`config.mk`:
```
export PLATFORM = sky130hd
export DESIGN_NAME = vidcap_top
export DESIGN_NICKNAME = d
export VERILOG_FILES = /design/src/rtl/vidcap_pkg.sv /design/src/rtl/vidcap_hcount.sv /design/src/rtl/vidcap_vcount.sv /design/src/rtl/vidcap_writer.sv /design/src/rtl/vidcap_top.sv
export SDC_FILE = /design/constraint.sdc
export NUM_CORES = 1
export LEC_CHECK = 0
export BUFFER_PORTS_ARGS = -buffer_cell sky130_fd_sc_hd__buf_2
export CORE_MARGIN = 1.5
export CORE_UTILIZATION = 35
export CTS_CLUSTER_DIAMETER = 60
export DETAILED_ROUTE_END_ITERATION = 16
export PLACE_DENSITY_LB_ADDON = 0.2
export SETUP_SLACK_MARGIN = 0.15
export SYNTH_ARGS = -nofsm -noshare
export SYNTH_HDL_FRONTEND = slang
export SYNTH_SLANG_ARGS = --single-unit
```
`constraint.sdc`:
```
create_clock -name clk -period 10.6 [get_ports clk]
set_input_delay 0 -clock clk [delete_from_list [all_inputs] [get_ports clk]]
set_output_delay 0 -clock clk [all_outputs]
set_load 0.02 [all_outputs]
```
`src/rtl/vidcap_pkg.sv`:
```
package vidcap_pkg;
    parameter int CW = 12;          // horizontal and vertical counter width
    parameter int FW = 16;          // frame counter width
    parameter int PW = 8;           // bits per colour component
    parameter int DW = 32;          // memory word width
    localparam int AW = 2 * CW;     // word address width, covers width*height

    typedef struct packed {
        logic [PW-1:0] b;
        logic [PW-1:0] g;
        logic [PW-1:0] r;
    } rgb_t;

    function automatic logic [DW-1:0] pack_word(rgb_t p);
        return {{(DW - 3*PW){1'b0}}, p.b, p.g, p.r};
    endfunction

    function automatic logic [CW-1:0] sat_inc(logic [CW-1:0] v);
        return (&v) ? v : v + 1'b1;
    endfunction
endpackage

```
`src/rtl/vidcap_hcount.sv`:
```
module vidcap_hcount
    import vidcap_pkg::*;
(
    input  logic          clk,
    input  logic          rst,
    input  logic          de_i,
    input  logic          valid_i,
    output logic [CW-1:0] hpos_o,
    output logic [CW-1:0] width_o,
    output logic          line_end_o
);
    logic [CW-1:0] hpos_q;
    logic [CW-1:0] width_q;

    assign line_end_o = !de_i && (hpos_q != '0);
    assign hpos_o     = hpos_q;
    assign width_o    = width_q;

    always_ff @(posedge clk) begin
        if (rst) begin
            hpos_q  <= '0;
            width_q <= '0;
        end else if (de_i) begin
            if (valid_i) hpos_q <= sat_inc(hpos_q);
        end else if (line_end_o) begin
            width_q <= hpos_q;
            hpos_q  <= '0;
        end
    end
endmodule

```
`src/rtl/vidcap_vcount.sv`:
```
module vidcap_vcount
    import vidcap_pkg::*;
(
    input  logic          clk,
    input  logic          rst,
    input  logic          vsync_i,
    input  logic          line_end_i,
    input  logic          width_zero_i,
    output logic          frame_start_o,
    output logic          cap_o,
    output logic [CW-1:0] line_next_o,
    output logic [CW-1:0] height_o,
    output logic [FW-1:0] frame_o
);
    logic [CW-1:0] line_q;
    logic [CW-1:0] height_q;
    logic [FW-1:0] frame_q;
    logic          cap_q;
    logic [CW-1:0] line_mid;

    assign frame_start_o = vsync_i && (line_q != '0);
    assign cap_o         = cap_q || frame_start_o;
    assign height_o      = height_q;
    assign frame_o       = frame_q;

    always_comb begin
        line_mid    = frame_start_o ? '0 : line_q;
        line_next_o = line_mid;
        if (line_end_i)
            line_next_o = sat_inc(width_zero_i ? '0 : line_mid);
    end

    always_ff @(posedge clk) begin
        if (rst) begin
            line_q   <= '0;
            height_q <= '0;
            frame_q  <= '0;
            cap_q    <= 1'b0;
        end else begin
            line_q <= line_next_o;
            if (frame_start_o) begin
                frame_q <= frame_q + 1'b1;
                if (height_q == '0) begin
                    height_q <= line_q;
                    cap_q    <= 1'b1;
                end
            end
        end
    end
endmodule

```
`src/rtl/vidcap_writer.sv`:
```
module vidcap_writer
    import vidcap_pkg::*;
(
    input  logic          clk,
    input  logic          rst,
    input  logic          frame_start_i,
    input  logic          line_end_i,
    input  logic          cap_i,
    input  logic          pix_ok_i,
    input  rgb_t          pix_i,
    input  logic [CW-1:0] line_next_i,
    input  logic [CW-1:0] hpos_i,
    output logic [AW-1:0] wr_addr_o,
    output logic [DW-1:0] wr_data_o,
    output logic          wr_en_o,
    output logic          line_done_o
);
    logic [AW-1:0] ptr_q;
    logic [AW-1:0] ptr_mid;
    logic [AW-1:0] line_base;

    assign ptr_mid   = frame_start_i ? '0 : ptr_q;
    assign line_base = AW'(line_next_i) * AW'(hpos_i);

    always_ff @(posedge clk) begin
        if (rst) begin
            ptr_q       <= '0;
            wr_addr_o   <= '0;
            wr_data_o   <= '0;
            wr_en_o     <= 1'b0;
            line_done_o <= 1'b0;
        end else begin
            wr_en_o     <= 1'b0;
            line_done_o <= line_end_i && cap_i;
            if (pix_ok_i && cap_i) begin
                wr_en_o   <= 1'b1;
                wr_addr_o <= ptr_mid;
                wr_data_o <= pack_word(pix_i);
                ptr_q     <= ptr_mid + 1'b1;
            end else if (line_end_i) begin
                ptr_q <= line_base;
            end else begin
                ptr_q <= ptr_mid;
            end
        end
    end
endmodule

```
`src/rtl/vidcap_top.sv`:
```
module vidcap_top
    import vidcap_pkg::*;
(
    input  logic          clk,
    input  logic          rst,
    input  logic          vsync_i,
    input  logic          de_i,
    input  logic          valid_i,
    input  logic [PW-1:0] red_i,
    input  logic [PW-1:0] green_i,
    input  logic [PW-1:0] blue_i,
    output logic [CW-1:0] width_o,
    output logic [CW-1:0] height_o,
    output logic [FW-1:0] frame_o,
    output logic          line_done_o,
    output logic [AW-1:0] wr_addr_o,
    output logic [DW-1:0] wr_data_o,
    output logic          wr_en_o
);
    logic [CW-1:0] hpos;
    logic          line_end;
    logic          frame_start;
    logic          cap;
    logic [CW-1:0] line_next;
    rgb_t          pix;

    assign pix = '{b: blue_i, g: green_i, r: red_i};

    vidcap_hcount u_hcount (
        .clk        (clk),
        .rst        (rst),
        .de_i       (de_i),
        .valid_i    (valid_i),
        .hpos_o     (hpos),
        .width_o    (width_o),
        .line_end_o (line_end)
    );

    vidcap_vcount u_vcount (
        .clk           (clk),
        .rst           (rst),
        .vsync_i       (vsync_i),
        .line_end_i    (line_end),
        .width_zero_i  (width_o == '0),
        .frame_start_o (frame_start),
        .cap_o         (cap),
        .line_next_o   (line_next),
        .height_o      (height_o),
        .frame_o       (frame_o)
    );

    vidcap_writer u_writer (
        .clk           (clk),
        .rst           (rst),
        .frame_start_i (frame_start),
        .line_end_i    (line_end),
        .cap_i         (cap),
        .pix_ok_i      (de_i && valid_i),
        .pix_i         (pix),
        .line_next_i   (line_next),
        .hpos_i        (hpos),
        .wr_addr_o     (wr_addr_o),
        .wr_data_o     (wr_data_o),
        .wr_en_o       (wr_en_o),
        .line_done_o   (line_done_o)
    );
endmodule

```
Word-level counts from Yosys, hierarchy flattened --
Index checks and enable logic that the tools add are counted.
Word-level totals: register bits 139, input bits 29, word-level logic and storage cells 48
Cells by class: add/subtract/negate cells 4, multiply operators 1, equal/unequal tests 2, multiplexer cells 12, bitwise gates (word level) 1, reductions and logical operators 17
Operators by type and width (count):
- 12-bit 2-to-1 mux | 8
- 24-bit 2-to-1 mux | 3
- 12-bit by 1-bit adder with 12-bit output (second input constant) | 2
- 24-bit by 1-bit adder with 24-bit output (second input constant) | 1
- 12-bit logical NOT | 2
- 12-bit by 12-bit multiplier with 24-bit output | 1
- 12-bit AND reduction | 2
- 12-bit nonzero test | 2
- 16-bit by 1-bit adder with 16-bit output (second input constant) | 1
- 1-bit logical AND | 5
- 2-bit AND reduction | 2
- 3-bit AND reduction | 1
- 2-bit by 1-bit != test with 1-bit output (second input constant) | 1
- 2-bit != test (second input constant) | 1
- 2-bit nonzero test | 1
- 1-bit logical NOT | 1
- 1-bit logical OR | 1
- 1-bit 2-to-1 mux | 1
- 1-bit NOT | 1

Logic depth before layout (Yosys ltp) --
word-level depth 10, depth in mapped cells 33, mapped depth without buffers 29

By module --
A second synthesis with hierarchy kept.
Unflattened totals: cells, all modules 1405, area, all modules 11453.5 µm²
Modules (own cells, without submodules):
- vidcap_writer | times used 1, cells an instance 1011, area an instance 8139.1 µm², seq. area each 1481.4 µm²
- vidcap_vcount | times used 1, cells an instance 257, area an instance 2140.8 µm², seq. area each 820.8 µm²
- vidcap_hcount | times used 1, cells an instance 132, area an instance 1142.3 µm², seq. area each 480.5 µm²
- vidcap_top | times used 1, cells an instance 5, area an instance 31.3 µm², seq. area each 0.0 µm²

Least setup slack after synthesis --
No wires, ideal clock.
path type register to register, start register u_vcount.line_q[6], end register u_writer.ptr_q[21], arrival 8.542 ns, path slack 1.943 ns, stages on the path, launching flop included 31, path buffers 3, period minus slack after synthesis 8.657 ns, cells stage by stage dfxtp_1 -> or4_4 -> o31ai_4 -> clkbuf_1 -> buf_1 -> and3_1 -> ha_1 -> nand4_1 -> nor3_1 -> a31oi_4 -> nand2_1 -> nor4_1 -> xnor2_1 -> buf_2 -> nand2_1 -> fa_1 -> fa_1 -> inv_1 -> fa_1 -> fa_1 -> inv_1 -> fa_1 -> inv_1 -> ha_1 -> a21oi_1 -> nor2b_1 -> or4_1 -> o21ai_1 -> o21ai_0 -> a211o_1 -> and3_1
On the way: word-level cells in the longest chain between the ends 10, elaborated cells on any way between the ends 15, classes of those cells add/sub (2); mul (1); mux (7); reduce/logical (5)
RTL lines:
- start, declared | line vidcap_vcount.sv:15 | logic [CW-1:0] line_q;
- start signal, assigned | line vidcap_vcount.sv:40 | line_q <= line_next_o;
- 12-bit nonzero test | line vidcap_vcount.sv:21 | assign frame_start_o = vsync_i && (line_q != '0);
- 1-bit logical AND | line vidcap_vcount.sv:21
- 12-bit 2-to-1 mux | line vidcap_vcount.sv:27 | line_mid = frame_start_o ? '0 : line_q;
- 12-bit 2-to-1 mux | line vidcap_vcount.sv:30 | line_next_o = sat_inc(width_zero_i ? '0 : line_mid);
- 12-bit by 1-bit adder with 12-bit output / 12-bit AND reduction (equally long branches) | line vidcap_pkg.sv:19 | return (&v) ? v : v + 1'b1;
- 12-bit 2-to-1 mux | line vidcap_pkg.sv:19
- 12-bit 2-to-1 mux | line vidcap_vcount.sv:29 | if (line_end_i)
- 12-bit by 12-bit multiplier with 24-bit output | line vidcap_writer.sv:23 | assign line_base = AW'(line_next_i) * AW'(hpos_i);
- 24-bit 2-to-1 mux | line vidcap_writer.sv:40 | end else if (line_end_i) begin
- 24-bit 2-to-1 mux (*) | line vidcap_writer.sv:35 | if (pix_ok_i && cap_i) begin
- end signal, assigned | line vidcap_writer.sv:39 | ptr_q <= ptr_mid + 1'b1;
- end signal, assigned | line vidcap_writer.sv:41 | ptr_q <= line_base;
- end signal, assigned | line vidcap_writer.sv:43 | ptr_q <= ptr_mid;
- end, declared | line vidcap_writer.sv:18 | logic [AW-1:0] ptr_q;
Mark *: on every way between the ends. The rest lies on a longest branch, timed or not. A chain may end at the register's enable or synchronous reset.

Final worst setup path --
Ends and elaborated chain as after synthesis.

==> results.sh <==
export IMPL_status="complete, no violations"
export IMPL_worst_slew_pin_transition_ps=1060
export IMPL_synth_edf_count=0
export IMPL_synthTopCellsByArea="dfxtp_1 26%, fa_1 18%, ha_1 7.7%"
export IMPL_cp_common_cell="fa_1"
export IMPL_dp_hpwl_mm=21.0
export IMPL_synth_area_um2=10900
export IMPL_place_congestion=0.833
export IMPL_p_comb_frac=0.065
export IMPL_yosysUniqueCellTypes=68
export IMPL_viasPerCell=5.17
export IMPL_ant_nets=0
export IMPL_coreArea_um2=30600
export IMPL_wl_per_cell_um=15.8
export IMPL_cts_resized=0
export IMPL_rows=64
export IMPL_cp_slowest_cell="xor2_1"
export IMPL_synth_most_common_cell="nand2_1"
export IMPL_critical_path_arrival_ps=9490
export IMPL_slew_headroom=0.287
export IMPL_r2r_start="u_vcount.line_q[6]"
export IMPL_cts_tree="done"
export IMPL_overflow=0
export IMPL_p_int_mw=0.886
export IMPL_synth_seq_cells=139
export IMPL_p_clk_frac=0.496
export IMPL_holdWs_ps=84.8
export IMPL_top_layer="met4"
export IMPL_drtIter0Drc=503
export IMPL_tns_ps=0
export IMPL_cp_start_kind="flop"
export IMPL_cts_reportedPaths_clkPinSlew_ps=70
export IMPL_cts_buffers=17
export IMPL_worst_setup_path_type="flop to flop"
export IMPL_max_clock_path_buffers=2
export IMPL_antenna_found_initial=0
export IMPL_cts_setup_buffers=0
export IMPL_power_mw=1.21
export IMPL_clk_latency_ps=440
export IMPL_fp_dieH_um=179
export IMPL_hold_path_class="input port to flop"
export IMPL_drcViolationCount=0
export IMPL_syn2layout_area_growth_pct=15.8
export IMPL_post_route_period_util=0.864
export IMPL_wl_met3_mm=1.07
export IMPL_final_setup_viol_count=0
export IMPL_power_leakage_nw=5.80
export IMPL_whs_path_depth=2
export IMPL_rsz0062_at_grt="false"
export IMPL_yosys_area_top_type="dfxtp_1"
export IMPL_reg2reg_to="u_writer.ptr_q[21]"
export IMPL_n_antenna_cell=0
export IMPL_seqCellArea_um2=2780
export IMPL_wl_met1_mm=13.4
export IMPL_avgSynthCellArea_um2=8.16
export IMPL_multi_input_area_um2=7260
export IMPL_synth_async_reset_ratio=0
export IMPL_worstPathRequired_ps=10930
export IMPL_synth_ff_type="dfxtp_1"
export IMPL_wirelength_mm=29.0
export IMPL_ys_warnings_count=0
export IMPL_grt_max_degree=87
export IMPL_critical_path_max_fanout=13
export IMPL_period_minus_slack_ps=9150
export IMPL_drv_slew=0
export IMPL_cts_sinks=139
export IMPL_cts_htree_levels=4
export IMPL_cts_root_buf="clkbuf_16"
export IMPL_rr_worst_depth=26
export IMPL_netlist_top_cells_count="199 x nand2_1, 139 x dfxtp_1, 137 x inv_1, 122 x nor2_1, 100 x fa_1"
export IMPL_yosys_area_top_type_share=0.256
export IMPL_final_nets=1630
export IMPL_fmax_mhz=109
export IMPL_drive_above_1_share=0.125
export IMPL_grt_pass1_wl_mm=48.5
export IMPL_nFillCells=3123
export IMPL_min_from="rst"
export IMPL_die_area_um2=32200
export IMPL_yosysSeqAreaShare=0.256
export IMPL_grt_util_all_layers=0.190
export IMPL_holdPathEnd="u_writer.wr_addr_o[20]"
export IMPL_grt_pass1_vias=9441
export IMPL_end_kind="flop"
export IMPL_p_seq_frac=0.439
export IMPL_r2r_setup_slack_ps=1450
export IMPL_num_vias=9526
export IMPL_fin_skew_ps=23.1
export IMPL_power_density_nw_per_um2=96.3
export IMPL_vdd_drop_max_v=0.000104
export IMPL_initial_core_util=0.356
export IMPL_power_switching_mw=0.328
export IMPL_cpPeakStageDelay_ps=830
export IMPL_hold_viol=0
export IMPL_cap_violations=0
export IMPL_postLayoutCellArea_um2=12600
export IMPL_portBuffers=118
export IMPL_swShare=0.270
export IMPL_place_area_um2=11800
export IMPL_syn_inst=1334
export IMPL_drtPass1Iterations=5
export IMPL_ioPinCount=127
export IMPL_die_w_um=179
export IMPL_met2WireLength_mm=14.2
metal layers:
layer / track usage / vias to the layer above
li1: - / 4584
met1: 0.254 / 4695
met2: 0.321 / 210
met3: 0.0236 / 37
met4: 0.0527 / 0
met5: 0 / -
placed cells by master (no fill, tap or decap), types with 4 or more instances in the layout:
cell type,count
conb_1,8
xnor2_1,23
buf_4,18
a211oi_1,6
nand4_1,13
a311oi_1,5
o21ai_0,27
fa_1,100
o211ai_1,4
o31ai_1,5
nand2_1,199
nor4_1,18
inv_6,4
and2_1,55
nand3_1,41
clkbuf_16,17
xor2_1,24
a21oi_1,97
clkinvlp_4,4
dlygate4sd3_1,25
ha_1,67
a21o_1,5
nor3_1,22
a22oi_1,14
dfxtp_1,139
nor2b_1,16
mux2i_1,9
o31a_1,4
and3_1,23
a31oi_1,5
nand2b_1,6
inv_1,137
buf_2,117
o21a_1,6
nor2_1,121
timing repair:
| item | in CTS | in global routing |
|---|---|---|
| endpoints found under the setup margin | 0 | 0 |
| endpoints found under the hold margin | 26 | 0 |
| hold buffers | 25 | 0 |
worst max-delay path: cells and delay by family (launching register included):
family                   cells  cell delay (ps)
AO/OA/AOI/OAI                6             1640
XOR/XNOR                     1              830
adder cells (fa/ha/maj)      7             3110
buffers and inverters        3              140
flip-flops                   1              370
AND/OR/NAND/NOR              9             2940
worst max-delay path by stage:
| stage | from | end | slack, ps | cells past startpoint |
|---|---|---|---|---|
| after floorplan | u_vcount.line_q[6] | u_writer.ptr_q[21] | 1940 | 30 |
| after global placement | u_vcount.line_q[6] | u_writer.ptr_q[21] | 1790 | 26 |
| after global routing | u_vcount.line_q[6] | u_writer.ptr_q[21] | 810 | 26 |
| after CTS | u_vcount.line_q[6] | u_writer.ptr_q[21] | 1480 | 26 |
| final | u_vcount.line_q[6] | u_writer.ptr_q[21] | 1450 | 26 |
| after detailed placement | u_vcount.line_q[6] | u_writer.ptr_q[21] | 1540 | 26 |
cells by family after synthesis:
| kind of cell | Yosys count | share of synthesized area |
|---|---|---|
| xor+xnor | 48 | 0.0393 |
| mux | 10 | 0.00931 |
| simple gates | 535 | 0.230 |
| flops | 139 | 0.256 |
| buf+inv | 223 | 0.0820 |
| other cells | 1 | 0.000344 |
| fa+ha+maj | 167 | 0.261 |
| compound gates | 211 | 0.123 |
final cells by class:
class                      instances  share of cell area
sequential                       139               0.221
clock inverter                    14              0.0122
multi-input combinational        979               0.576
timing repair buffer             160              0.0770
clock buffer                      18              0.0340
inverter                         137              0.0408
tap                              396              0.0393
registers in the layout (all words and copies together) (netlist names):
register and count:
u_hcount.hpos_o 12, u_hcount.width_o 12, u_vcount.cap_q 1, u_vcount.frame_o 16, u_vcount.height_o 12, u_vcount.line_q 12, u_writer.line_done_o 1, u_writer.ptr_q 24
u_writer.wr_addr_o 24, u_writer.wr_data_o 24, u_writer.wr_en_o 1
power groups by stage:
stage / clock network (mW) / logic (mW) / registers, mW
6_report: 0.602 / 0.0787 / 0.533
5_1_grt: 0.642 / 0.0865 / 0.534
4_1_cts: 0.619 / 0.0786 / 0.533
3_5_place_dp: 0 / 0.0710 / 0.545
3_3_place_gp: 0 / 0.0707 / 0.545
2_1_floorplan: 0 / 0.0487 / 0.545
per-stage QoR:
| stage | instances | util | setup WS [ps] |
|---|---|---|---|
| finish | 1843 | 0.412 | 1450 |
| detailed placement | 1786 | 0.385 | 1540 |
| global placement | 1786 | 0.385 | 1790 |
| global route | 1843 | 0.412 | 805 |
| floorplan | 1341 | - | 1940 |
| CTS | 1843 | 0.412 | 1480 |
No activity file was read; power rests on OpenSTA's default activity.
